===== config.mk =====
export PLATFORM = sky130hd
export DESIGN_NAME = irq_aggregator
export DESIGN_NICKNAME = d
export VERILOG_FILES = /design/src/rtl/irq_agg_pkg.sv /design/src/rtl/irq_sync_bank.sv /design/src/rtl/irq_trigger_detect.sv /design/src/rtl/irq_aggregator.sv
export SDC_FILE = /design/constraint.sdc
export NUM_CORES = 1
export LEC_CHECK = 0
export BUFFER_PORTS_ARGS = -buffer_cell sky130_fd_sc_hd__buf_2
export CORE_MARGIN = 4
export CORE_UTILIZATION = 40
export CTS_CLUSTER_SIZE = 28
export DETAILED_ROUTE_END_ITERATION = 8
export GPL_TIMING_DRIVEN = 1
export PLACE_DENSITY = 0.68
export SLEW_MARGIN = 30
export SYNTH_ARGS = -nofsm -noshare
export SYNTH_HDL_FRONTEND = slang
export SYNTH_SLANG_ARGS = --single-unit
export TNS_END_PERCENT = 50

===== constraint.sdc =====
create_clock -name clk -period 1.55 [get_ports clk]
set_input_delay 0.31 -clock clk [delete_from_list [all_inputs] [get_ports clk]]
set_output_delay 0.31 -clock clk [all_outputs]
set_load 0.005 [all_outputs]

===== src/rtl/irq_agg_pkg.sv =====
// Package: irq_agg_pkg
// Shared register offsets and trigger codes for the interrupt aggregator.
// Assumes a 3-bit trigger field per line; codes not listed mean disabled.
package irq_agg_pkg;
    localparam int OFF_STATUS  = 0;
    localparam int OFF_MASK    = 1;
    localparam int OFF_CTRL0   = 2;
    localparam int OFF_RESET   = 4;
    localparam int OFF_VERSION = 5;

    localparam int TRIG_W = 3;

    localparam logic [TRIG_W-1:0] TRIG_OFF  = 3'd0;
    localparam logic [TRIG_W-1:0] TRIG_FALL = 3'd1;
    localparam logic [TRIG_W-1:0] TRIG_LOW  = 3'd2;
    localparam logic [TRIG_W-1:0] TRIG_HIGH = 3'd3;
    localparam logic [TRIG_W-1:0] TRIG_RISE = 3'd4;
    localparam logic [TRIG_W-1:0] TRIG_BOTH = 3'd5;
endpackage


===== src/rtl/irq_sync_bank.sv =====
// Module: irq_sync_bank
// Brings a vector of asynchronous request lines into the clock domain
// through a chain of STAGES flops per bit. Assumes each line is a slow
// level signal, so every bit may be synchronised on its own.
module irq_sync_bank #(
    parameter int WIDTH  = 10,
    parameter int STAGES = 2
) (
    input  logic             clk,
    input  logic             rst_n,
    input  logic [WIDTH-1:0] async_in,
    output logic [WIDTH-1:0] sync_out
);
    logic [STAGES-1:0][WIDTH-1:0] chain_q;

    // Shift the inputs through the synchroniser chain.
    always_ff @(posedge clk) begin
        if (!rst_n) begin
            chain_q <= '0;
        end else begin
            chain_q[0] <= async_in;
            for (int s = 1; s < STAGES; s++) begin
                chain_q[s] <= chain_q[s-1];
            end
        end
    end

    assign sync_out = chain_q[STAGES-1];
endmodule


===== src/rtl/irq_trigger_detect.sv =====
// Module: irq_trigger_detect
// Turns one synchronised request line into a one-cycle set request
// according to its trigger code. Edge codes pulse on the transition.
// Level codes hold the request high while the level is active.
// Assumes the input is already synchronised to clk.
module irq_trigger_detect
    import irq_agg_pkg::*;
(
    input  logic              clk,
    input  logic              rst_n,
    input  logic              line_sync,
    input  logic [TRIG_W-1:0] trig_code,
    output logic              set_req
);
    logic line_prev_q;
    logic rise;
    logic fall;

    // Remember last cycle's level for edge detection.
    always_ff @(posedge clk) begin
        if (!rst_n) begin
            line_prev_q <= 1'b0;
        end else begin
            line_prev_q <= line_sync;
        end
    end

    assign rise = line_sync & ~line_prev_q;
    assign fall = ~line_sync & line_prev_q;

    // Select the event that matches the programmed trigger code.
    always_comb begin
        case (trig_code)
            TRIG_FALL: set_req = fall;
            TRIG_RISE: set_req = rise;
            TRIG_BOTH: set_req = rise | fall;
            TRIG_LOW:  set_req = ~line_sync;
            TRIG_HIGH: set_req = line_sync;
            default:   set_req = 1'b0;
        endcase
    end
endmodule


===== src/rtl/irq_aggregator.sv =====
// Module: irq_aggregator
// Merges NUM_SRC interrupt lines into one active-low output. Each line
// has a programmable trigger, a sticky status bit and a mask bit. The
// host uses a single-cycle register port: writes land on the clock edge
// and reads are combinational from the address. Assumes reg_we is a
// one-cycle strobe and that NUM_SRC does not exceed DATA_W.
module irq_aggregator
    import irq_agg_pkg::*;
#(
    parameter int          NUM_SRC  = 10,
    parameter int          DATA_W   = 16,
    parameter int          ADDR_W   = 3,
    parameter int          SYNC_STG = 2,
    parameter logic [7:0]  BOARD_ID = 8'h2A,
    parameter logic [7:0]  REVISION = 8'h13
) (
    input  logic              clk,
    input  logic              rst_n,
    input  logic [NUM_SRC-1:0] irq_req,
    input  logic [ADDR_W-1:0] reg_addr,
    input  logic              reg_we,
    input  logic [DATA_W-1:0] reg_wdata,
    output logic [DATA_W-1:0] reg_rdata,
    output logic              irq_out_n,
    output logic [DATA_W-1:0] periph_rst_n
);
    localparam int PER_WORD = DATA_W / TRIG_W;
    localparam int NUM_CTRL = (NUM_SRC + PER_WORD - 1) / PER_WORD;

    logic [NUM_SRC-1:0]             req_sync;
    logic [NUM_SRC-1:0]             set_vec;
    logic [NUM_SRC-1:0]             status_q;
    logic [DATA_W-1:0]              mask_q;
    logic [NUM_CTRL-1:0][DATA_W-1:0] ctrl_q;
    logic [DATA_W-1:0]              rst_q;
    logic                           wr_status;

    irq_sync_bank #(
        .WIDTH  (NUM_SRC),
        .STAGES (SYNC_STG)
    ) sync_i (
        .clk      (clk),
        .rst_n    (rst_n),
        .async_in (irq_req),
        .sync_out (req_sync)
    );

    // One trigger detector per line, its code picked from the packed words.
    for (genvar n = 0; n < NUM_SRC; n++) begin : g_det
        localparam int WORD  = n / PER_WORD;
        localparam int SHIFT = TRIG_W * (n % PER_WORD);
        irq_trigger_detect det_i (
            .clk       (clk),
            .rst_n     (rst_n),
            .line_sync (req_sync[n]),
            .trig_code (ctrl_q[WORD][SHIFT +: TRIG_W]),
            .set_req   (set_vec[n])
        );
    end

    assign wr_status = reg_we && (reg_addr == ADDR_W'(OFF_STATUS));

    // Sticky status: a write clears the bits written as 0, and a set wins.
    always_ff @(posedge clk) begin
        if (!rst_n) begin
            status_q <= '0;
        end else if (wr_status) begin
            status_q <= (status_q & reg_wdata[NUM_SRC-1:0]) | set_vec;
        end else begin
            status_q <= status_q | set_vec;
        end
    end

    // Mask and peripheral reset words.
    always_ff @(posedge clk) begin
        if (!rst_n) begin
            mask_q <= '1;
            rst_q  <= '0;
        end else if (reg_we) begin
            if (reg_addr == ADDR_W'(OFF_MASK)) begin
                mask_q <= reg_wdata;
            end
            if (reg_addr == ADDR_W'(OFF_RESET)) begin
                rst_q <= reg_wdata;
            end
        end
    end

    // Trigger-control words at consecutive offsets.
    always_ff @(posedge clk) begin
        if (!rst_n) begin
            ctrl_q <= '0;
        end else begin
            for (int i = 0; i < NUM_CTRL; i++) begin
                if (reg_we && (reg_addr == ADDR_W'(OFF_CTRL0 + i))) begin
                    ctrl_q[i] <= reg_wdata;
                end
            end
        end
    end

    // Read multiplexer; unused offsets return zero.
    always_comb begin
        reg_rdata = '0;
        if (reg_addr == ADDR_W'(OFF_STATUS))  reg_rdata = DATA_W'(status_q);
        if (reg_addr == ADDR_W'(OFF_MASK))    reg_rdata = mask_q;
        if (reg_addr == ADDR_W'(OFF_RESET))   reg_rdata = rst_q;
        if (reg_addr == ADDR_W'(OFF_VERSION)) reg_rdata = DATA_W'({BOARD_ID, REVISION});
        for (int i = 0; i < NUM_CTRL; i++) begin
            if (reg_addr == ADDR_W'(OFF_CTRL0 + i)) reg_rdata = ctrl_q[i];
        end
    end

    // Combined output: low while any unmasked line is pending.
    assign irq_out_n    = ~|(status_q & ~mask_q[NUM_SRC-1:0]);
    assign periph_rst_n = rst_q;
endmodule


# --- Word level (Yosys, flattened, before mapping) ---
# Cells that the tools add are included.
classes:
  n_eq_ne: 55
  mux: 17
  reduce_logical: 8
  bitwise_logic: 55
op_table:
  columns: ["op", "n"]
  rows:
  - ["$mux 16", 5]
  - ["$eq 3x2->1 const B", 22]
  - ["$eq 3x3->1 const B", 22]
  - ["$pmux 1 s5", 10]
  - ["$eq 3x1->1 const B", 11]
  - ["$and 1x1->1", 20]
  - ["$and 10x10->10", 2]
  - ["$mux 10", 2]
  - ["$not 1->1", 20]
  - ["$or 10x10->10", 2]
  - ["$not 10->10", 1]
  - ["$or 1x1->1", 10]
  - ["$reduce_or 10->1", 1]
  - ["$reduce_and 2->1", 2]
  - ["$logic_and 1x1->1", 3]
  - ["$logic_not 3->1", 1]
  - ["$logic_not 1->1", 1]
word_totals:
  elab_cells: 152
  in_bits: 32
  out_inout_bits: 33
  register_bits: 104

# --- Depth between registers and ports, before layout ---
depth:
  depth_word: 7
  mapped_depth: 6

# --- Cells and area by module ---
# A second synthesis with hierarchy kept.
unflattened:
  hier_cells: 631
  area_unflattened_um2: 5288.8
by_module_without_submodules:
  columns: ["module", "n_inst", "area_per_inst_um2", "cells_per_inst"]
  rows:
  - ["irq_aggregator", 1, 3475.8, 449]
  - ["irq_trigger_detect", 10, 117.6, 13]
  - ["irq_sync_bank", 1, 636.9, 52]

# --- Worst setup path after synthesis ---
# Ideal clock, no wire load.
synth_path:
  kind: "input -> output"
  from: "input reg_addr[1]"
  to: "output reg_rdata[0]"
  arrival_time_ns: 1.328
  path_buffers: 2
  cell_stages: 5
  setup_slack_ns: -0.088
  cell_sequence: "buf_2 buf_2 or3_1 o22a_1 o221a_2"
synth_between:
  elab_chain_cells: 7
  word_cells_on_any_way: 12
  classes_between: "5 x eq/ne; 6 x mux; 1 x reduce/logical"
synth_rtl:
  columns: ["element", "line", "rtl"]
  rows:
  - ["from (decl)", "irq_aggregator.sv:20", "input logic [ADDR_W-1:0] reg_addr,"]
  - ["$logic_not 3->1", "irq_aggregator.sv:105", "if (reg_addr == ADDR_W'(OFF_STATUS)) reg_rdata = DATA_W'(status_q);"]
  - ["$mux 10", "irq_aggregator.sv:105", null]
  - ["$mux 16", "irq_aggregator.sv:106", "if (reg_addr == ADDR_W'(OFF_MASK)) reg_rdata = mask_q;"]
  - ["$mux 16", "irq_aggregator.sv:107", "if (reg_addr == ADDR_W'(OFF_RESET)) reg_rdata = rst_q;"]
  - ["$mux 16", "irq_aggregator.sv:108", "if (reg_addr == ADDR_W'(OFF_VERSION)) reg_rdata = DATA_W'({BOARD_ID, REVISION});"]
  - ["$mux 16", "irq_aggregator.sv:110", "if (reg_addr == ADDR_W'(OFF_CTRL0 + i)) reg_rdata = ctrl_q[i];"]
  - ["$mux 16 (*)", "irq_aggregator.sv:110", null]
  - ["to (decl)", "irq_aggregator.sv:23", "output logic [DATA_W-1:0] reg_rdata,"]
# Every way passes the cells marked *; elsewhere a longest branch is shown, timed or not.

# --- Final worst setup path ---
layout_path:
  from: "register ctrl_q[21] (netlist name)"
  to: "output reg_rdata[5]"
layout_between:
  elab_chain_cells: 1
layout_rtl:
  columns: ["element", "line", "rtl"]
  rows:
  - ["from (decl)", "irq_aggregator.sv:34", "logic [NUM_CTRL-1:0][DATA_W-1:0] ctrl_q;"]
  - ["from (signal, indexed assignment)", "irq_aggregator.sv:96", "ctrl_q[i] <= reg_wdata;"]
  - ["$mux 16", "irq_aggregator.sv:110", null]
# No other way between the ends.

==> flow_metrics.tcl <==
set metrics [dict create \
    rsz0062_at_grt "true" \
    hold_violations 0 \
    path_cells "mux4_2 > inv_2 > o21ai_1 > buf_2" \
    p_per_area_nw_per_um2 875 \
    yosys-top-cells-count "136 x nand2_1, 104 x dfxtp_1, 68 x a21oi_1" \
    grt_overflow 0 \
    synth_edf_count 0 \
    core-area_um2 12600 \
    num_vias 4863 \
    yosysUniqueCellTypes 41 \
    drive_above_1_share_pct 35.3 \
    fin_cells 891 \
    num_rows 41 \
    first_iter_violations 376 \
    clock_latency_ps 350 \
    gp_congestion 0.858 \
    firstDrtPassIters 5 \
    clockBufferDepth 2 \
    postSynthAreaPerCell_um2 8.38 \
    die-area_um2 14800 \
    cp.arrival_ps 1470 \
    post-dp-hpwl_um 10600 \
    hp-class "in2reg" \
    holdPathStages 2 \
    synth.most_common_cell "nand2_1" \
    antenna_found_initial 0 \
    r2r-start "sync_i.sync_out[8]" \
    seq_area_frac_synth_pct 40.4 \
    port_buffers 64 \
    cts_sinks 104 \
    numCtsBuffers 9 \
    violations "negative setup slack" \
    grt_max_degree 28 \
    worst_pin_slew_ps 333 \
    finClkSkew_ps 8.81 \
    finalSetupViolCount 15 \
    utilization_pct 53.4 \
    fin_crit_sh_pct 115 \
    required_ps 1240 \
    grt_pass1_vias 4806 \
    chipWidth_um 122 \
    cts_hold_buffers 0 \
    maxCapViolCount 0 \
    drv_slew 0 \
    ant_nets 0 \
    synthArstFlopShare_pct 0 \
    p_total_mw 5.89 \
    antennaDiodeCount 0 \
    worstSetupPathType "reg2out" \
    p_leak_nw 2.68 \
    ios 65 \
    syn-num-nets 667 \
    r2r_end "status_q[8]" \
    synth.area.top_cells "dfxtp_1 40%, nand2_1 9.9%, a21oi_1 6.6%" \
    synth_cells 615 \
    ys.flop_type "dfxtp_1" \
    synth_area_um2 5150 \
    synth_top_area_cell "dfxtp_1" \
    cp-start-kind "register" \
    endpoint_kind "primary output" \
    die_y_um 122 \
    ys_ff_latch 104 \
    grt_pass1_wl_um 24700 \
    cts.htree.levels 3 \
    wl_per_cell_um 17.4 \
    cp_slowest_stage_delay_ps 490 \
    r2r_slack_ps 160 \
    fillers 1152 \
    cts_tree "built" \
    worstHoldStart "irq_req[2]" \
    clk_pin_slew_ps 70 \
    area_growth_pct 30.7 \
    setup_slack_ps -225 \
    wirelength_um 15500 \
    nets 766 \
    clock-root-buffer "clkbuf_16" \
    vdd_ir_drop_max_mv 0.472 \
    max_freq_mhz 563 \
    relSlewSlack_pct 77.5 \
    hold_path_end "sync_i.chain_q[2]" \
    drc 0 \
    dp_cells 866 \
    crit_start "ctrl_q[21]" \
    yosysTopAreaCellShare_pct 40.4 \
    status "complete, but fails checks" \
    grtUsageTotal_pct 21.3 \
    hold_ws_ps 158 \
    viasPerCell 5.46 \
    critPathMaxFanout 3 \
    min_period_ps 1780 \
    reg2regPathDepth 5 \
    synth_warnings 0 \
    cp_slowest_cell "mux4_2" \
    start_util_pct 40.8 \
]
-- area by class of cell --
class | instances | area [um^2] | share of cell area [%]
inverters | 36 | 135 | 2.01
well taps | 172 | 215 | 3.19
clock inverters | 5 | 56.3 | 0.836
repair buffers | 130 | 985 | 14.6
clock buffers | 11 | 243 | 3.60
flip-flops and latches | 104 | 2150 | 31.9
multi-input cells | 433 | 2950 | 43.8
-- stage by stage --
| stage | setup TNS [ps] | worst slack (ps) | instance area (um^2) |
|---|---|---|---|
| floorplan | 0 | 18.9 | 5180 |
| CTS | -1800 | -257 | 6580 |
| detailed placement | -13060 | -311 | 6010 |
| finish | -1790 | -225 | 6740 |
| global route | -2570 | -278 | 6740 |
| global placement | -10060 | -215 | 6010 |
-- critical path, delay by kind of cell, from the launching register on --
kind	cells	cell delay, ps
DFF	1	330
muxes	1	490
buffers and inverters	2	220
AOI/OAI and AO/OA	1	90
-- repair_timing --
item,in CTS,in global routing
setup buffers,5,3
resized for setup,72,37
endpoints found under the hold margin,0,0
gates cloned,1,0
pin swaps,14,2
setup endpoints to repair,17,17
-- kinds of logic (layout without fill, tap and decap cells) --
family / Yosys count / in the layout / share of synthesized area [%]
AND/OR/NAND/NOR: 263 / 263 / 25.3
AO/OA/AOI/OAI: 130 / 130 / 17.5
flip-flops: 104 / 104 / 40.4
buffers and inverters: 78 / 182 / 6.41
adder cells (fa/ha/maj): 20 / 20 / 4.85
multiplexers: 20 / 20 / 5.58
-- how the worst max path moves through the flow --
stage | slack, ps | end | depth (start not counted)
final | -230 | reg_rdata[5] | 4
after global routing | -280 | irq_out_n | 5
after CTS | -260 | irq_out_n | 5
after detailed placement | -310 | periph_rst_n[4] | 7
after global placement | -210 | status_q[4] | 5
after floorplan | 20 | reg_rdata[4] | 5
-- cell usage in the layout, fill, tap and decap left out, drive strengths merged, types with 2 or more instances in the layout --
cell type / count
dfxtp: 104
o221ai: 2
and2: 20
a21oi: 68
mux4: 6
mux2: 10
o32ai: 4
clkinv: 3
clkbuf: 11
nand3: 22
o221a: 4
o311ai: 8
o21ai: 6
nand2: 136
a2bb2oi: 4
o22a: 4
ha: 20
nor3b: 18
nand4bb: 3
o21bai: 4
nand2b: 24
o21a: 2
nand3b: 3
nor2: 16
a211o: 8
nor2b: 13
o22ai: 5
inv: 36
buf: 129
mux2i: 4
nor4bb: 3
o211ai: 10
-- state kept, by name (all words and copies together) (netlist names) --
signal and count:
ctrl_q 32, g_det.det_i.line_prev_q 10, mask_q 16, periph_rst_n 16, status_q 10, sync_i.chain_q 10
sync_i.sync_out 10
-- layer usage --
layer,part of all wire (%),GRT usage [%]
met2,49,36.0
met4,3.0,9.52
met1,41,26.3
met5,0,0
met3,7.1,4.06
-- power by group --
part	internal, mW	leakage (nW)	total (mW)	switching [mW]
registers	2.74	0.860	2.81	0.0683
logic	0.366	1.68	0.757	0.391
clock network	1.30	0.145	2.32	1.03
total	4.40	2.68	5.89	1.49
(Power assumes the default switching activity.)
